$ cat src/rtl/tid_pkg.sv
package tid_pkg;
  localparam int NUM_TID = 3;
  localparam int SEL_W   = $clog2(NUM_TID);

  typedef struct packed {
    logic [3:0] cpNum;
    logic [3:0] crn;
    logic [3:0] crm;
    logic [2:0] op1;
    logic [2:0] op2;
    logic       isRead;
  } tidFields_t;

  typedef struct packed {
    logic [NUM_TID-1:0] wrEn;
    logic               rdEn;
    logic [SEL_W-1:0]   rdSel;
  } tidCtl_t;
endpackage

$ cat src/rtl/tid_decode.sv
module tid_decode
  import tid_pkg::*;
(
  input  logic [31:0] instr,
  output tidFields_t  fields
);
  always_comb begin
    fields.cpNum  = instr[11:8];
    fields.crn    = instr[19:16];
    fields.crm    = instr[3:0];
    fields.op1    = instr[23:21];
    fields.op2    = instr[7:5];
    fields.isRead = instr[20];
  end
endmodule

$ cat src/rtl/tid_ctrl.sv
module tid_ctrl
  import tid_pkg::*;
#(
  parameter logic [3:0]         CP_ID    = 4'd15,
  parameter logic [3:0]         CRN_ID   = 4'd13,
  parameter logic [3:0]         CRM_ID   = 4'd0,
  parameter logic [2:0]         OP1_ID   = 3'd0,
  parameter int                 OP2_BASE = 2,
  parameter logic [NUM_TID-1:0] USER_RD  = 3'b011,
  parameter logic [NUM_TID-1:0] USER_WR  = 3'b001
)(
  input  logic       instrValid,
  input  tidFields_t fields,
  input  logic       privMode,
  input  logic       featEn,
  output tidCtl_t    ctl,
  output logic       undefFlag
);
  logic [NUM_TID-1:0] sel;
  logic groupHit, anySel, permOk, allowed;

  genvar gi;
  generate
    for (gi = 0; gi < NUM_TID; gi++) begin : g_sel
      assign sel[gi] = (fields.op2 == 3'(OP2_BASE + gi));
    end
  endgenerate

  always_comb begin
    groupHit = instrValid && (fields.cpNum == CP_ID) && (fields.crn == CRN_ID)
               && (fields.crm == CRM_ID) && (fields.op1 == OP1_ID);
    anySel   = |sel;
    if (privMode) permOk = 1'b1;
    else if (fields.isRead) permOk = |(sel & USER_RD);
    else permOk = |(sel & USER_WR);
    allowed   = groupHit && featEn && anySel && permOk;
    undefFlag = groupHit && !allowed;
  end

  always_comb begin
    ctl.wrEn  = (allowed && !fields.isRead) ? sel : '0;
    ctl.rdEn  = allowed && fields.isRead;
    ctl.rdSel = '0;
    for (int i = 0; i < NUM_TID; i++) begin
      if (sel[i]) ctl.rdSel = SEL_W'(i);
    end
  end
endmodule

$ cat src/rtl/tid_datapath.sv
module tid_datapath
  import tid_pkg::*;
#(
  parameter int DATA_W = 32
)(
  input  logic                           clk,
  input  logic                           rstN,
  input  tidCtl_t                        ctl,
  input  logic [DATA_W-1:0]              wrData,
  output logic [DATA_W-1:0]              rdData,
  output logic [NUM_TID-1:0][DATA_W-1:0] regBank
);
  genvar gi;
  generate
    for (gi = 0; gi < NUM_TID; gi++) begin : g_reg
      always_ff @(posedge clk or negedge rstN) begin
        if (!rstN) regBank[gi] <= '0;
        else if (ctl.wrEn[gi]) regBank[gi] <= wrData;
      end
    end
  endgenerate

  always_comb begin
    rdData = '0;
    if (ctl.rdEn && (int'(ctl.rdSel) < NUM_TID)) rdData = regBank[ctl.rdSel];
  end
endmodule

$ cat src/rtl/tid_reg_bank.sv
module tid_reg_bank
  import tid_pkg::*;
#(
  parameter int DATA_W = 32
)(
  input  logic              clk,
  input  logic              rstN,
  input  logic              instrValid,
  input  logic [31:0]       instr,
  input  logic              privMode,
  input  logic              featEn,
  input  logic [DATA_W-1:0] wrData,
  output logic [DATA_W-1:0] rdData,
  output logic              undefFlag
);
  tidFields_t fields;
  tidCtl_t    ctl;
  logic [NUM_TID-1:0][DATA_W-1:0] regBank;

  tid_decode u_decode (.instr(instr), .fields(fields));

  tid_ctrl u_ctrl (
    .instrValid(instrValid), .fields(fields), .privMode(privMode),
    .featEn(featEn), .ctl(ctl), .undefFlag(undefFlag)
  );

  tid_datapath #(.DATA_W(DATA_W)) u_dp (
    .clk(clk), .rstN(rstN), .ctl(ctl), .wrData(wrData),
    .rdData(rdData), .regBank(regBank)
  );
endmodule

$ cat config.mk
export PLATFORM = sky130hd
export DESIGN_NAME = tid_reg_bank
export DESIGN_NICKNAME = d
export VERILOG_FILES = /design/src/rtl/tid_pkg.sv /design/src/rtl/tid_decode.sv /design/src/rtl/tid_ctrl.sv /design/src/rtl/tid_datapath.sv /design/src/rtl/tid_reg_bank.sv
export SDC_FILE = /design/constraint.sdc
export NUM_CORES = 1
export LEC_CHECK = 0
export BUFFER_PORTS_ARGS = -buffer_cell sky130_fd_sc_hd__buf_2
export CAP_MARGIN = 5
export CORE_MARGIN = 2
export CORE_UTILIZATION = 30
export CTS_CLUSTER_DIAMETER = 200
export DETAILED_ROUTE_END_ITERATION = 10
export HOLD_SLACK_MARGIN = 0.02
export MAX_ROUTING_LAYER = met4
export PLACE_DENSITY_LB_ADDON = 0.2
export SYNTH_ARGS = -nofsm -noshare
export SYNTH_HDL_FRONTEND = slang
export SYNTH_HIERARCHICAL = 1
export SYNTH_SLANG_ARGS = --single-unit
$ cat constraint.sdc
create_clock -name clk -period 2.3 [get_ports clk]
set_input_delay 0 -clock clk [delete_from_list [all_inputs] [get_ports clk]]
set_output_delay 0 -clock clk [all_outputs]
set_load 0.005 [all_outputs]
==> impl_metrics.env <==
export IMPL_status="completed"
export IMPL_initial_core_util_pct=30.86
export IMPL_syn_nets=457
export IMPL_cts_sinks=96
export IMPL_ys_types=28
export IMPL_grt_pass1_wl_um=17900
export IMPL_cp_start_kind="input pin"
export IMPL_largest_reg_flops=96
export IMPL_crit_arrival_ns=1.61
export IMPL_vias=3233
export IMPL_cts_tree="done"
export IMPL_fp_coreArea_mm2=0.01600
export IMPL_port_buffers=88
export IMPL_report_final_slew_viol_count=0
export IMPL_path_max_fanout=64
export IMPL_final_hold_violation_count=0
export IMPL_clockBufferDepth=2
export IMPL_gr_total_overflow=0
export IMPL_wl_per_cell_um=15.22
export IMPL_path_class="input pin to output port"
export IMPL_placed_area_mm2=0.005435
export IMPL_cts_made_buffers=9
export IMPL_clkPwrFrac_pct=42.3
export IMPL_grt_pass1_vias=3453
export IMPL_fin_ws_ns=0.6912
export IMPL_cp_end_kind="output port"
export IMPL_synth_top_area_share_pct=48.66
export IMPL_worstSkewPairLatency_ns=0.34
export IMPL_htreeDepth=3
export IMPL_reg_largest_list="u_dp/regBank: 96 flops"
export IMPL_postRouteAntennaNets=0
export IMPL_leakage_nw=2.915
export IMPL_maxCapViolations=0
export IMPL_worst_slew_pin_transition_ns=0.7166
export IMPL_intPower_mw=2.524
export IMPL_syn_instance_count=388
export IMPL_drive_gt1_share_pct=43.65
export IMPL_root_buffer="clkbuf_16"
export IMPL_antenna_found_initial=0
export IMPL_synth_top_cells_by_area="dfrtp_1 49%, mux2_2 20%, mux2i_1 6.5%"
export IMPL_yosysWarnings=6
export IMPL_swShare_pct=23.35
export IMPL_die_h_um=132.3
export IMPL_drc=0
export IMPL_num_rows=46
export IMPL_ys_seq_area_share_pct=48.66
export IMPL_synth_seq_cells=96
export IMPL_tns_ns=0
export IMPL_finalCriticalPeriod_ns=1.609
export IMPL_first_pass_iters=4
export IMPL_cts_resized=0
export IMPL_ir_drop_v=0.0003209
export IMPL_syn_to_final_growth_pct=22.28
export IMPL_grt_max_degree=65
export IMPL_nNetsFinal=552
export IMPL_clkTransAtPathRegs_ns=0.06
export IMPL_drtIter0Drc=96
export IMPL_regMostFlops="u_dp/regBank"
export IMPL_post_place_ws_ns=0.4338
export IMPL_p_seq_share_pct=51.3
export IMPL_cellPowerDensity_mw_per_mm2=545.4
export IMPL_wl_um=10720
export IMPL_critPathRequiredTime_ns=2.30
export IMPL_gp_congestion=0.6716
export IMPL_slew_headroom_pct=52.23
export IMPL_reg2regPathDepth=1
export IMPL_finalCritPeriodShare_pct=69.95
export IMPL_die_x_um=132.3
export IMPL_dp_hpwl_um=6709
export IMPL_final_area_mm2=0.006037
export IMPL_syn_area_mm2=0.004937
export IMPL_rsz0062_at_grt="false"
export IMPL_fmax_mhz=621.6
export IMPL_grt_usage_pct=13.42
export IMPL_io_pins=102
export IMPL_vias_per_cell=4.592
export IMPL_fin_skew_ns=0
export IMPL_setup_viol=0
export IMPL_netSwitchingPower_uw=768.7
export IMPL_hp_class="input pin to async pin"
export IMPL_syn_area_per_cell_um2=12.72
export IMPL_yosys_area_top_type="dfrtp_1"
export IMPL_design_die_area_mm2=0.01750
export IMPL_combPwrFrac_pct=6.5
export IMPL_diodes=0
## stage by stage
| step | std cells | hold slack (ns) | util, % | total power, mW |
|---|---|---|---|---|
| after floorplan | 388 | -0.2956 | - | 1.809 |
| after global placement | 655 | 0.09783 | 33.97 | 1.890 |
| after detailed placement | 655 | 0.1114 | 33.97 | 1.895 |
| after CTS | 704 | 0.2747 | 37.73 | 3.364 |
| after global routing | 704 | 0.3069 | 37.73 | 3.461 |
| final | 704 | 0.2520 | 37.73 | 3.292 |
## critical path, stage by stage
cell and delay (ns):
buf_2 0.10, and2b_1 0.24, and2_2 0.16, buf_4 0.57, nand3b_1 0.13, o21ai_1 0.10
and2_1 0.17, buf_2 0.12
## cells in the mapped netlist
library cell and count:
o21ai_0 6, a21oi_1 2, clkbuf_2 3, nor2b_1 2, nor3b_1 1, nor4b_4 1, nor4_4 1, nand3_1 1
mux2_2 89, nand4_2 1, nand4b_1 1, buf_4 28, buf_6 1, nand3b_1 32, nor4b_1 2, buf_2 10
dfrtp_1 96, mux2_1 7, nor4b_2 1, and2b_1 1, o21ai_1 28, mux2i_1 32, and2_1 33, nor2_1 1
nand4_1 1, o21a_1 1, clkbuf_1 3, buf_12 3
## layout make-up
type	instances	area [um2]
clock buffers	9	225.2
flip-flops and latches	96	2402
clock inverters	7	46.29
well taps	216	270.3
multi-input cells	244	2212
repair buffers	132	880.8
fillers	1625	9963
## path summary, 6_finish.rpt
kind	startpoint	to	slack [ns]
min in group clk	featEn	undefFlag	0.27
worst max-delay path	instr[7]	rdData[14]	0.69
worst min register to register	u_dp/regBank[67]	u_dp/regBank[67]	0.49
worst max register to register	u_dp/regBank[71]	u_dp/regBank[71]	1.53
max in group asynchronous	rstN	u_dp/regBank[49]	1.37
worst min-delay path	rstN	u_dp/regBank[34]	0.25
## kinds of logic after synthesis
kind of cell	count (synthesis)	synth area share [%]
buffers and inverters	48	7.248
AOI/OAI and AO/OA	37	3.801
DFF	96	48.66
muxes	128	28.38
and+or+nand+nor	79	11.91
## power groups by stage
stage / Sequential [mW] / Combinational [mW] / Clock, mW
after floorplan: 1.72 / 0.0889 / 0
after global placement: 1.72 / 0.170 / 0
after detailed placement: 1.72 / 0.175 / 0
after CTS: 1.69 / 0.219 / 1.46
after global routing: 1.69 / 0.238 / 1.54
final: 1.69 / 0.213 / 1.39
## repair_timing
item / in CTS / in global routing
hold buffers: 33 / 0
buffers inserted: 0 / 0
hold endpoints to repair: 147 / 0
## layer usage
metal / wire length (um) / vias up / track usage (%)
li1: - / 1543 / -
met1: 5082 / 1613 / 16.74
met2: 5010 / 67 / 21.38
met3: 510 / 10 / 3.576
met4: 116 / 0 / 4.122
met5: 0 / - / -
## cells in the final DEF, fill, tap and decap left out, types with 2 or more instances in the layout
cell type and n:
a21oi_1 2, and2_1 32, buf_12 2, buf_2 87, buf_4 10, clkbuf_16 9
clkinv_2 4, dfrtp_1 96, dlygate4sd3_1 33, inv_6 2, mux2_1 7, mux2_2 89
mux2i_1 32, nand3b_1 32, nor4b_2 2, nor4b_4 2, o21ai_0 6, o21ai_1 28
No activity file was read; power rests on OpenSTA's default activity.
